==> config.mk <==
export PLATFORM = sky130hd
export DESIGN_NAME = ea_quadrant_qualifier
export DESIGN_NICKNAME = d
export VERILOG_FILES = /design/src/rtl/ea_quadrant_qualifier.sv
export SDC_FILE = /design/constraint.sdc
export NUM_CORES = 1
export LEC_CHECK = 0
export ABC_AREA = 1
export ABC_CLOCK_PERIOD_IN_PS = 1950
export BUFFER_PORTS_ARGS = -buffer_cell sky130_fd_sc_hd__buf_2
export CAP_MARGIN = 20
export CORE_AREA = 3 3 156 158
export CTS_CLUSTER_SIZE = 25
export DETAILED_ROUTE_END_ITERATION = 7
export DIE_AREA = 0 0 159 161
export GPL_ROUTABILITY_DRIVEN = 0
export HOLD_SLACK_MARGIN = 0.02
export PLACE_DENSITY = 0.59
export SYNTH_ARGS = -nofsm -noshare
export SYNTH_HDL_FRONTEND = slang
export SYNTH_SLANG_ARGS = --single-unit
export TNS_END_PERCENT = 10
==> constraint.sdc <==
create_clock -name clk -period 1.95 [get_ports clk]
set_input_delay 0.39 -clock clk [delete_from_list [all_inputs] [get_ports clk]]
set_output_delay 0.39 -clock clk [all_outputs]
set_load 0.01 [all_outputs]
==> src/rtl/ea_quadrant_qualifier.sv <==
module ea_quadrant_qualifier #(
  parameter int EA_W   = 64,
  parameter int ID_W   = 32,
  parameter int OUT_W  = 64,
  parameter int CODE_W = 32,
  parameter int RSV_HI = 61,
  parameter int RSV_LO = 52
) (
  input  logic              clk,
  input  logic              rst_n,
  input  logic              req,
  input  logic [EA_W-1:0]   ea,
  input  logic              hv_mode,
  input  logic [1:0]        acc_type,
  input  logic [ID_W-1:0]   part_reg,
  input  logic [ID_W-1:0]   proc_reg,
  output logic              done,
  output logic              fault,
  output logic              iseg_fault,
  output logic              dseg_fault,
  output logic [OUT_W-1:0]  part_id,
  output logic [OUT_W-1:0]  proc_id,
  output logic [EA_W-1:0]   fault_addr,
  output logic [CODE_W-1:0] fault_code
);

  localparam int QHI = EA_W - 1;
  localparam int QLO = EA_W - 2;

  logic [1:0] quad;
  logic       rsv_bad, is_fetch;
  logic       use_part, use_proc, quad_bad, bad;
  logic [OUT_W-1:0] part_x, proc_x;

  assign quad     = ea[QHI:QLO];
  assign rsv_bad  = |ea[RSV_HI:RSV_LO];
  assign is_fetch = (acc_type == 2'b00);
  assign part_x   = OUT_W'(part_reg);
  assign proc_x   = OUT_W'(proc_reg);

  always_comb begin
    use_part = 1'b0;
    use_proc = 1'b0;
    quad_bad = 1'b0;
    if (hv_mode) begin
      unique case (quad)
        2'b00: use_proc = 1'b1;
        2'b01: begin use_part = 1'b1; use_proc = 1'b1; end
        2'b10: use_part = 1'b1;
        default: ;
      endcase
    end else begin
      unique case (quad)
        2'b00: begin use_part = 1'b1; use_proc = 1'b1; end
        2'b11: use_part = 1'b1;
        default: quad_bad = 1'b1;
      endcase
    end
  end

  assign bad = rsv_bad | quad_bad;

  always_ff @(posedge clk) begin
    if (!rst_n) begin
      done       <= 1'b0;
      fault      <= 1'b0;
      iseg_fault <= 1'b0;
      dseg_fault <= 1'b0;
      part_id    <= '0;
      proc_id    <= '0;
      fault_addr <= '0;
      fault_code <= '0;
    end else begin
      done <= req;
      if (req) begin
        fault      <= bad;
        iseg_fault <= bad & is_fetch;
        dseg_fault <= bad & ~is_fetch;
        part_id    <= (!bad && use_part) ? part_x : '0;
        proc_id    <= (!bad && use_proc) ? proc_x : '0;
        fault_code <= '0;
        if (bad && !is_fetch) fault_addr <= ea;
      end
    end
  end


  property p_rsv_chk;
    @(posedge clk) disable iff (!rst_n) (req && rsv_bad) |=> (fault && part_id == '0 && proc_id == '0);
  endproperty
  rsv_range_chk: assert property (p_rsv_chk);


  property p_guest_chk;
    @(posedge clk) disable iff (!rst_n) (req && !hv_mode && (ea[QHI] ^ ea[QLO])) |=> fault;
  endproperty
  guest_illegal_quad_chk: assert property (p_guest_chk);


  property p_hv3_chk;
    @(posedge clk) disable iff (!rst_n) (req && hv_mode && ea[QHI] && ea[QLO]) |=> (part_id == '0 && proc_id == '0);
  endproperty
  hv_quad3_zero_chk: assert property (p_hv3_chk);


  property p_kind_chk;
    @(posedge clk) disable iff (!rst_n) done |-> ($onehot0({iseg_fault, dseg_fault}) && (fault == (iseg_fault | dseg_fault)));
  endproperty
  fault_kind_chk: assert property (p_kind_chk);


  property p_addr_chk;
    @(posedge clk) disable iff (!rst_n) (req && bad && !is_fetch) |=> (fault_addr == $past(ea));
  endproperty
  data_addr_capture_chk: assert property (p_addr_chk);


  property p_hold_chk;
    @(posedge clk) disable iff (!rst_n) !req |=> ($stable(part_id) && $stable(proc_id) && $stable(fault_addr) && !done);
  endproperty
  idle_hold_chk: assert property (p_hold_chk);


  property p_ext_chk;
    @(posedge clk) disable iff (!rst_n) done |-> (part_id[OUT_W-1:ID_W] == '0 && proc_id[OUT_W-1:ID_W] == '0);
  endproperty
  zero_ext_chk: assert property (p_ext_chk);

endmodule

=== Word level (Yosys, flattened, before mapping) ===
Index checks and enable logic that the tools add are counted.

* Bits in writable memories: 0
* Flip-flop bits (word level): 196
* Memory bits (read-only): 0
* Latch bits: 0
* Memories: 0
* Word-level logic and storage cells: 36
* Bits of input ports: 134

* $lt $le $gt $ge: 0
* Equality and inequality tests: 3
* $add $sub $neg: 0
* Muxes and demuxes: 10
* Reduce and logical (&&, ||, !) cells: 12
* Multipliers: 0
* Div/mod/pow operators: 0
* Shift-type cells: 0
* Bitwise operators: 4

{| class="wikitable"
|+ Operator list
! kind !! count
|-
| 32-bit 2-to-1 mux || 2
|-
| 10-bit OR reduction || 1
|-
| 1-bit 2-to-1 mux || 8
|-
| 2-bit OR reduction || 3
|-
| 2-bit == test, second input constant || 2
|-
| 2-bit logical NOT || 2
|-
| 1-bit logical AND || 3
|-
| 1-bit AND || 2
|-
| 2-bit by 1-bit == test with 1-bit output, second input constant || 1
|-
| 1-bit logical NOT || 2
|-
| 2-bit AND reduction || 1
|-
| 1-bit NOT || 1
|-
| 1-bit bitwise OR || 1
|}

=== Depth between registers and ports, before layout ===
Gate-level depths: netlist of the first run.

* Depth after elaboration: 8
* Gate-level depth with buffers: 12
* Depth with buffers taken out: 10

=== Worst setup path before layout of the first run ===
Ideal clock, no wire load.

* Path type: input -> register
* From: input port ea[62]
* To: register part_id[11]
* Data arrival time: 1.461 ns
* Required time: 1.822 ns
* Path buffers: 2
* Path slack: 0.361 ns
* Stages on the path: 7
* Cells stage by stage: inv_1 ha_1 or2_2 clkbuf_1 clkbuf_1 nand4_1 a21oi_1

* Cells in the longest elaborated chain, start to end: 8
* Elaborated cells between the ends (all ways): 15
* Those cells by class: eq/ne: 3; mux: 6; bitwise: 1; reduce/logical: 5

{| class="wikitable"
|+ RTL lines
! what !! RTL line !! RTL
|-
| from (decl) || 12 || <nowiki>input logic [EA_W-1:0] ea,</nowiki>
|-
| 2-bit == test or 2-bit logical NOT (tied branches) || 53 || <nowiki>unique case (quad)</nowiki>
|-
| 2-bit OR reduction (no line) || -- ||
|-
| 1-bit 2-to-1 mux || 53 ||
|-
| 1-bit 2-to-1 mux || 45 || <nowiki>if (hv_mode) begin</nowiki>
|-
| 1-bit bitwise OR || 61 || <nowiki>assign bad = rsv_bad | quad_bad;</nowiki>
|-
| 1-bit logical NOT || 79 || <nowiki>part_id <= (!bad && use_part) ? part_x : '0;</nowiki>
|-
| 1-bit logical AND (*) || 79 ||
|-
| 32-bit 2-to-1 mux (*) || 79 ||
|-
| to (signal assigned) || 79 ||
|-
| to (decl) || 21 || <nowiki>output logic [OUT_W-1:0] part_id,</nowiki>
|}

Every way passes the cells marked *; elsewhere a longest branch is shown, timed or not.
A chain may end at the register's enable or synchronous reset.

=== Final worst setup path of the first run ===
* From: input port ea[62]
* To: register fault_addr[25]

* Cells in the longest elaborated chain, start to end: 7
* Elaborated cells between the ends (all ways): 8
* Those cells by class: eq/ne: 1; mux: 2; bitwise: 1; reduce/logical: 4

{| class="wikitable"
|+ RTL lines
! what !! RTL line !! RTL
|-
| 2-bit == test or 2-bit logical NOT (tied branches) || 53 ||
|-
| 2-bit OR reduction (no line) (*) || -- ||
|-
| 1-bit 2-to-1 mux (*) || 53 ||
|-
| 1-bit 2-to-1 mux (*) || 45 ||
|-
| 1-bit bitwise OR (*) || 61 ||
|-
| 1-bit logical AND (*) || 82 || <nowiki>if (bad && !is_fetch) fault_addr <= ea;</nowiki>
|-
| 2-bit AND reduction (no line) (*) || -- ||
|-
| to (signal assigned) || 71 || <nowiki>fault_addr <= '0;</nowiki>
|-
| to (signal assigned) || 82 ||
|-
| to (decl) || 23 || <nowiki>output logic [EA_W-1:0] fault_addr,</nowiki>
|}

Marks and branches as above.

==> results of run 1 <==
-- metrics by stage --
step / hold WS, ps / worst slack [ps]
final: 235 / 479
after global routing: 220 / 340
after CTS: 213 / 490
after detailed placement: 452 / 54.3
after global placement: 449 / 82.4
after floorplan: 487 / 361
-- power by group through the flow --
stage	combinational (mW)	clock [mW]	sequential, mW
2_1_floorplan	0.736	0	3.09
4_1_cts	1.13	3.58	2.95
5_1_grt	1.27	3.68	2.97
3_5_place_dp	1.12	0	3.01
6_report	1.12	3.45	2.95
3_3_place_gp	1.12	0	3.00
-- layer usage --
metal	wire length [um]	vias to the layer above	part of all wire [%]
li1	-	3343	-
met1	8650	2978	43
met2	9430	242	47
met3	1670	17	8.3
met4	231	4	1.2
met5	27	-	0.13
-- kinds of logic after synthesis --
kind of cell	Yosys count	synth area share, %
AO/OA/AOI/OAI	132	9.65
adder cells (fa/ha/maj)	2	0.364
buffers and inverters	371	27.8
flip-flops	132	38.5
other	1	0.0546
AND/OR/NAND/NOR	340	23.6
-- layout make-up --
class                      count  area [um^2]  share of cell area [%]
multi-input combinational    570         2680                    30.6
sequential                   132         2640                    30.2
timing repair buffer         286         1650                    18.9
inverter                     197          739                    8.46
clock buffer                  18          429                    4.91
tap                          319          399                    4.57
clock inverter                14          201                    2.30
-- placed cells by master, fill, tap and decap left out --
cell / n
inv_1: 167
nand3_1: 1
clkbuf_16: 17
inv_2: 4
clkinv_2: 1
buf_12: 13
clkinvlp_4: 2
nand3_2: 1
clkinv_4: 4
dfxtp_1: 132
nand2_1: 138
bufinv_16: 4
buf_2: 263
nand2_4: 1
o21ai_0: 64
clkinv_1: 26
buf_4: 10
clkbuf_1: 1
or2_2: 1
nor2_4: 2
inv_6: 3
nor2_1: 68
nand4_1: 128
a21o_1: 1
ha_1: 2
conb_1: 96
a21oi_1: 67
-- worst max-delay path by stage --
stage	endpoint	slack, ps	cells after the start
global placement	fault_addr[25]	80	12
global route	fault_addr[54]	340	12
floorplan	part_id[11]	360	7
detailed placement	fault_addr[21]	50	12
finish	fault_addr[25]	480	12
CTS	fault_addr[47]	490	12
-- critical path: cells and delay by family --
family        cells  cell delay, ps
fa+ha+maj         1             290
simple gates      7             630
buf+inv           4             440
-- sequential cells by signal, summed over array words and instances, names as in the netlist --
name and count:
fault_addr 64, part_id 32, proc_id 32, done 1, dseg_fault 1, fault 1
iseg_fault 1
==> results.sh, run 1 <==
export IMPL_setup_violations=0
export IMPL_r2r_start="part_id[17]"
export IMPL_startpoint_type="primary input"
export IMPL_hold_violations=0
export IMPL_antenna_found_initial=2
export IMPL_syn_area_per_cell_um2=7.02
export IMPL_clockRootBuffer="clkbuf_16"
export IMPL_post_cts_buffers=0
export IMPL_chipWidth_um=159
export IMPL_globalRouteOverflowTotal=0
export IMPL_critPathMaxFanout=47
export IMPL_tns_ps=0
export IMPL_p_int_mw=5.45
export IMPL_met3_usage_pct=5.54
export IMPL_ctsHoldBuffers=0
export IMPL_tightest_slew_ps=605
export IMPL_worstPathRequired_ps=2250
export IMPL_dieArea_mm2=0.0256
export IMPL_synthCells=978
export IMPL_fill_cells=2548
export IMPL_drtIter0Drc=357
export IMPL_start_util_pct=29.5
export IMPL_final_antenna_net_count=0
export IMPL_end_kind="flop"
export IMPL_rr_worst_depth=2
export IMPL_h_tree_depth=4
export IMPL_min_to="part_id[7]"
export IMPL_clk_pin_slew_worst_paths_ps=60
export IMPL_maxSlewHeadroom_pct=59.7
export IMPL_total_power_mw=7.52
export IMPL_combPwrFrac_pct=14.9
export IMPL_grt_pass1_vias=6155
export IMPL_nets=1340
export IMPL_synth_area_leaders="dfxtp_1, buf_4, nand4_1"
export IMPL_clock_latency_ps=400
export IMPL_busiest_layer="met2"
export IMPL_cts_tree="built"
export IMPL_startpoint="ea[62]"
export IMPL_finalCoreUtilization_pct=37.6
export IMPL_pwr_share_clk_pct=45.9
export IMPL_placed_cells=1504
export IMPL_num_rows=56
export IMPL_io_buffers=265
export IMPL_p_leak_nw=4.75
export IMPL_num_vias=6584
export IMPL_drive_above_1_share_pct=26.8
export IMPL_crit_type="primary input to flop"
export IMPL_yosys_warnings=0
export IMPL_grt_util_met2_pct=24.9
export IMPL_gr_usage_all_layers_pct=15.1
export IMPL_crit_chain="buf_2 > inv_1 > ha_1 > nand2_1 > nand2_1 > nor2_4 > nand2_4 > nand3_2 > buf_12 > nand2_1 > inv_2 > nor2_1"
export IMPL_core_area_mm2=0.0233
export IMPL_instances_no_fill=1536
export IMPL_clk_path_buf_depth=2
export IMPL_drt_wirelength_per_cell_um=13.0
export IMPL_grt_setup_unrepaired="false"
export IMPL_min_path_type="primary input to flop"
export IMPL_cpMostUsedCell="nand2_1"
export IMPL_clock_sinks=132
export IMPL_ys_seq_area_share_pct=38.5
export IMPL_grtUsageMet1_pct=18.4
export IMPL_min_delay_path_depth=3
export IMPL_fin_crit_ps=1470
export IMPL_report_final_slew_viol_count=0
export IMPL_synth_common_cells="inv_1, nand2_1, dfxtp_1"
export IMPL_max_stage_delay_ps=290
export IMPL_p_switching_mw=2.07
export IMPL_grt_pass1_wl_mm=31.7
export IMPL_synth_top_area_share_pct=38.5
export IMPL_cts_buffers=17
export IMPL_drc_errors=0
export IMPL_synth_flop_cell="dfxtp_1"
export IMPL_drv_cap=0
export IMPL_io_pins=362
export IMPL_async_flop_share_pct=0
export IMPL_yosysTopAreaCell="dfxtp_1"
export IMPL_reg2reg_to="part_id[17]"
export IMPL_dr_pass1_iters=4
export IMPL_die_height_um=161
export IMPL_hpwl_mm=13.9
export IMPL_fmax_ghz=0.680
export IMPL_grt_max_degree=102
export IMPL_detail_route_vias_per_cell=4.29
export IMPL_timing_final_crit_share_pct=75.4
export IMPL_final_cell_area_mm2=0.00874
export IMPL_regToRegSetupSlack_ps=1290
export IMPL_max_vdd_ir_drop_uv=466
export IMPL_ys_ff_latch=132
export IMPL_swShare_pct=27.6
export IMPL_synth_edf_count=0
export IMPL_area_delta_synth_final_pct=27.2
export IMPL_crit_arrival_ps=1770
export IMPL_min_delay_start="part_reg[7]"
export IMPL_diodes=0
export IMPL_cpMaxStageDelayCell="ha_1"
export IMPL_syn_area_mm2=0.00687
export IMPL_powerDensity_mw_per_mm2=860
export IMPL_yosysMostFrequentCell="inv_1"
export IMPL_status="finished clean"
export IMPL_cts_resized=0
export IMPL_place_area_mm2=0.00811
export IMPL_synth_cell_types=23
export IMPL_p_seq_share_pct=39.2
export IMPL_totalWireLength_mm=20.0
export IMPL_skew_ps=0
(Power assumes the default switching activity.)
==> inputs of run 2 (changes only) <==
Settings changed: ABC_CLOCK_PERIOD_IN_PS 1950 to 1200, PLACE_DENSITY 0.59 to 0.62.
Clock period 1.95 ns to 1.2 ns, I/O delays scaled along.
==> run 2 against run 1 <==
Net effect:
- critical path depth down 1
- global-route usage barely moved
- clock power grew 64%
- sequential cell count unchanged
- worst setup slack worse by 460 ps
- combinational power increased by 73%
- hold slack worse by 150 ps
- routed wire length hardly changed
- first-iteration DRC count grew 0.56%
- total power grew 65%
==> results.sh, run 2 (synthesis gave the netlist of run 1 again) <==
export IMPL_grt_pass1_vias=6088
export IMPL_placed_cells=1514
export IMPL_dieArea_mm2=0.0256
export IMPL_cts_buffers=17
export IMPL_final_antenna_net_count=0
export IMPL_multi_input_area_mm2=0.00272
export IMPL_startpoint="ea[62]"
export IMPL_drive_above_1_share_pct=28.7
export IMPL_regToRegSetupSlack_ps=540
export IMPL_crit_arrival_ps=1530
export IMPL_instances_no_fill=1547
export IMPL_p_leak_nw=4.85
export IMPL_num_rows=56
export IMPL_core_area_mm2=0.0233
export IMPL_grt_setup_unrepaired="true"
export IMPL_top_register="fault_addr"
export IMPL_clock_latency_ps=400
export IMPL_fill_cells=2515
export IMPL_report_final_slew_viol_count=0
export IMPL_top_regs="fault_addr x64, part_id x32, proc_id x32"
export IMPL_ctsHoldBuffers=0
export IMPL_critPathMaxFanout=66
export IMPL_cts_tree="built"
export IMPL_detail_route_vias_per_cell=4.30
export IMPL_timing_final_crit_share_pct=98.5
export IMPL_antenna_found_initial=4
export IMPL_swShare_pct=27.8
export IMPL_gr_usage_all_layers_pct=15.1
export IMPL_grt_max_degree=99
export IMPL_grt_pass1_wl_mm=31.8
export IMPL_hold_worst_slack_ps=80.8
export IMPL_die_height_um=161
export IMPL_mostFrequentLayoutCell="buf_2"
export IMPL_post_cts_buffers=0
export IMPL_reg2reg_to="part_id[28]"
export IMPL_fin_ws_ps=17.5
export IMPL_r2r_start="part_id[28]"
export IMPL_drtIter0Drc=359
export IMPL_crit_end="fault_addr[24]"
export IMPL_max_vdd_ir_drop_uv=729
export IMPL_io_pins=362
export IMPL_globalRouteOverflowTotal=0
export IMPL_startpoint_type="primary input"
export IMPL_highest_layer="met5"
export IMPL_fmax_ghz=0.846
export IMPL_pwr_share_clk_pct=45.6
export IMPL_combPwrFrac_pct=15.7
export IMPL_total_power_mw=12.4
export IMPL_drv_cap=0
export IMPL_wl_met3_mm=1.95
export IMPL_register_area_mm2=0.00265
export IMPL_clock_sinks=132
export IMPL_clockRootBuffer="clkbuf_16"
export IMPL_place_ws_ps=-489
export IMPL_drt_met1_wl_mm=8.35
export IMPL_powerDensity_mw_per_mm2=1380
export IMPL_io_buffers=265
export IMPL_dr_pass1_iters=4
export IMPL_largest_reg_flops=64
export IMPL_num_vias=6653
export IMPL_setup_violations=0
export IMPL_status="finished clean"
export IMPL_wl_met2_mm=9.43
export IMPL_start_util_pct=29.5
export IMPL_clk_pin_slew_worst_paths_ps=60
export IMPL_rr_worst_depth=2
export IMPL_nets=1351
export IMPL_clk_path_buf_depth=2
export IMPL_drc_errors=0
export IMPL_p_int_mw=8.94
export IMPL_p_seq_share_pct=38.7
export IMPL_skew_ps=0
export IMPL_drt_wirelength_per_cell_um=12.9
export IMPL_mostFrequentLayoutCells="buf_2, inv_1, nand2_1"
export IMPL_h_tree_depth=4
export IMPL_min_path_type="primary input to flop"
export IMPL_chipWidth_um=159
export IMPL_totalWireLength_mm=20.0
export IMPL_p_switching_mw=3.44
export IMPL_end_kind="flop"
export IMPL_fin_crit_ps=1180
export IMPL_hold_violations=0
export IMPL_crit_type="primary input to flop"
export IMPL_worstPathRequired_ps=1540
export IMPL_hpwl_mm=13.5
export IMPL_area_delta_synth_final_pct=30.5
run 2: changes by cell type in the layout (fill, tap and decap cells not counted), sizes merged:
| cell | change |
|---|---|
| clkbuf | -1 |
| diode | +1 |
| buf | +11 |
| inv | +3 |
| clkinvlp | -1 |
| clkinv | -2 |
run 2: area by class of cell:
type                            instances  area share (%)
Clock buffer                           17            4.74
Timing Repair Buffer                  297            20.3
Inverter                              197            8.41
Multi-Input combinational cell        570            30.3
Tap cell                              319            4.45
Antenna cell                            1          0.0279
Clock inverter                         14            2.22
Sequential cell                       132            29.5
run 2: metal layers:
metal	global-route usage, %	vias up
met4	4.62	6
met2	25.4	287
met1	18.1	2975
met5	0	-
met3	5.62	17
li1	-	3368
run 2: through the flow:
| stage | TNS (ps) | cell area, um^2 | utilization (%) |
|---|---|---|---|
| after detailed placement | -55590 | 8280 | 35.6 |
| after CTS | 0 | 8940 | 38.4 |
| after global routing | -380 | 8970 | 38.5 |
| after global placement | -52240 | 8280 | 35.6 |
| after floorplan | -11700 | 7280 | - |
| final | 0 | 8970 | 38.5 |
run 2: how the worst min path moves through the flow:
stage,cells after the start,endpoint,slack (ps),start
after floorplan,2,part_id[28],400,part_reg[28]
after global placement,2,fault,450,fault
after detailed placement,2,iseg_fault,460,iseg_fault
after CTS,3,proc_id[26],50,proc_reg[26]
after global routing,3,proc_id[26],70,proc_reg[26]
final,3,part_id[22],80,part_reg[22]
run 2: what timing repair did:
item                       in CTS  in global routing
gates cloned                    1                  0
pin swaps                       1                  2
gates resized for setup         6                  8
setup endpoints to repair      51                 65
run 2: power by group through the flow:
stage | logic, mW | clock network, mW | registers (mW)
2_1_floorplan | 1.21 | 0 | 5.01
3_3_place_gp | 1.91 | 0 | 4.88
3_5_place_dp | 1.92 | 0 | 4.89
4_1_cts | 1.95 | 5.83 | 4.79
5_1_grt | 2.18 | 6.00 | 4.83
6_report | 1.94 | 5.65 | 4.79
run 2: critical path, stage by stage:
cell and delay [ps]:
buf_4 130, inv_4 50, ha_4 190, nand2_2 50
nand2_2 50, nor2_4 140, nand2_4 100, buf_16 200
nand4_1 160, nand2_1 60, nor2_1 80
==> inputs of run 3 (changes only) <==
Settings changed: CELL_PAD_IN_SITES_DETAIL_PLACEMENT from default to 1, CELL_PAD_IN_SITES_GLOBAL_PLACEMENT from default to 1, CORE_AREA 3 3 156 158 to 3 3 161 163, DIE_AREA 0 0 159 161 to 0 0 164 166, PLACE_DENSITY 0.62 to 0.8.
==> run 3 against run 2 <==
Net effect:
- the flow now finishes with violations (setup timing)
- critical path depth up 3
- core utilization increased by 0.50 points
- sequential power is essentially flat
- clock skew unchanged
- via count grew 6.2%
- routed wire length is 22% higher
- final cell count is 3.0% higher
- die area is 6.3% higher
- sequential share of layout area fell by 1.8 points
- largest cell class unchanged
==> results.sh, run 3 (synthesis gave the netlist of run 1 again) <==
export IMPL_detail_route_vias_per_cell=4.43
export IMPL_largest_reg_flops=64
export IMPL_mostFrequentLayoutCells="buf_2, inv_1, nand4_1"
export IMPL_worstPathRequired_ps=1510
export IMPL_h_tree_depth=4
export IMPL_fill_cells=3145
export IMPL_register_area_mm2=0.00265
export IMPL_place_area_mm2=0.00851
export IMPL_io_buffers=265
export IMPL_total_power_mw=12.5
export IMPL_totalWireLength_mm=24.5
export IMPL_powerDensity_mw_per_mm2=1300
export IMPL_multi_input_area_mm2=0.00280
export IMPL_hold_violations=0
export IMPL_chipWidth_um=164
export IMPL_skew_ps=0
export IMPL_clock_latency_ps=410
export IMPL_core_area_mm2=0.0245
export IMPL_area_delta_synth_final_pct=39.0
export IMPL_drtIter0Drc=319
export IMPL_grt_pass1_vias=7469
export IMPL_top_regs="fault_addr x64, part_id x32, proc_id x32"
export IMPL_globalRouteOverflowTotal=0
export IMPL_startpoint_type="primary input"
export IMPL_clock_sinks=132
export IMPL_drv_cap=0
export IMPL_critPathMaxFanout=6
export IMPL_report_final_slew_viol_count=0
export IMPL_cts_tree="built"
export IMPL_final_cell_area_mm2=0.00955
export IMPL_grt_setup_unrepaired="true"
export IMPL_num_rows=57
export IMPL_num_vias=7063
export IMPL_status="finished with violations"
export IMPL_crit_chain="buf_6 > inv_4 > ha_4 > nand2_2 > nand2_2 > nor2_4 > nand2_4 > nand3_4 > buf_12 > buf_12 > clkbuf_16 > nand2_1 > inv_1 > nor2_1"
export IMPL_hpwl_mm=16.8
export IMPL_mostFrequentLayoutCell="buf_2"
export IMPL_setup_violations=60
export IMPL_clk_path_buf_depth=2
export IMPL_fmax_ghz=0.800
export IMPL_end_kind="flop"
export IMPL_crit_buf_inv=6
export IMPL_start_util_pct=28.1
export IMPL_p_leak_nw=5.13
export IMPL_min_path_type="primary input to flop"
export IMPL_finalCoreUtilization_pct=39.0
export IMPL_dieArea_mm2=0.0272
export IMPL_violations="setup timing"
export IMPL_fin_ws_ps=-50.2
export IMPL_hold_worst_slack_ps=82.0
export IMPL_timing_final_crit_share_pct=104
export IMPL_nets=1393
export IMPL_drt_wirelength_per_cell_um=15.3
export IMPL_critPathTopFamily="buffers and inverters"
export IMPL_fin_crit_ps=1250
export IMPL_cpMaxStageDelayCell="ha_4"
export IMPL_final_antenna_net_count=0
export IMPL_max_stage_delay_ps=190
export IMPL_diodes=0
export IMPL_clk_pin_slew_worst_paths_ps=70
export IMPL_grt_pass1_wl_mm=38.1
export IMPL_cts_buffers=17
export IMPL_drc_errors=0
export IMPL_drive_above_1_share_pct=34.2
export IMPL_io_pins=362
export IMPL_top_register="fault_addr"
export IMPL_max_vdd_ir_drop_uv=586
export IMPL_antenna_found_initial=0
export IMPL_grt_max_degree=70
export IMPL_crit_type="primary input to flop"
export IMPL_die_height_um=166
export IMPL_place_ws_ps=-528
export IMPL_crit_arrival_ps=1560
export IMPL_dr_pass1_iters=4
export IMPL_gr_usage_all_layers_pct=17.3
export IMPL_clockRootBuffer="clkbuf_16"
run 3: changes by cell type in the layout (fill, tap and decap cells not counted), sizes merged, moves of 2 or more:
| cell | change |
|---|---|
| buf | +38 |
| clkinv | -4 |
| inv | +2 |
| clkbuf | +4 |
| clkinvlp | +3 |
run 3: layer usage:
| layer | part of all wire (%) | vias up | global-route usage, % |
|---|---|---|---|
| met5 | 0 | - | 0 |
| met1 | 39 | 3352 | 18.8 |
| met2 | 52 | 236 | 31.9 |
| met3 | 7.4 | 24 | 5.76 |
| met4 | 1.4 | 0 | 4.85 |
| li1 | - | 3451 | - |
run 3: final timing paths:
path,from,slack [ps],to,depth (start not counted)
worst max-delay path,ea[62],-50,fault_addr[51],14
worst min register to register,dseg_fault,480,dseg_fault,2
worst min-delay path,part_reg[13],80,part_id[13],3
worst max register to register,fault_addr[16],520,fault_addr[16],4
run 3: worst reg2reg max path: cells and delay by family (launching register included):
| kind | cells | cell delay (ps) |
|---|---|---|
| and+or+nand+nor | 2 | 160 |
| DFF | 1 | 340 |
| buffers and inverters | 2 | 110 |
run 3: repair_timing:
action                                  CTS  global route
gates cloned                              4             3
buffers inserted                          5             2
gates resized for setup                  13            58
pin swaps                                 8            19
endpoints found under the setup margin   65            70
hold buffers                              0             0
run 3: area by class of cell:
cell class	instances	area share [%]
multi-input cells	570	29.3
flip-flops and latches	132	27.7
repair buffers	339	24.5
inverters	197	7.90
clock buffers	18	4.49
well taps	324	4.24
clock inverters	14	1.86
run 3: metrics by stage:
step,TNS [ps],std cells
after floorplan,-11700,1073
after global placement,-52590,1548
after detailed placement,-58350,1548
after CTS,-498,1589
after global routing,-3190,1594
final,-1260,1594
run 3: where the power goes:
group / internal, mW / switching [mW]
Combinational: 0.908 / 1.30
Clock: 3.29 / 2.16
Sequential: 4.66 / 0.134
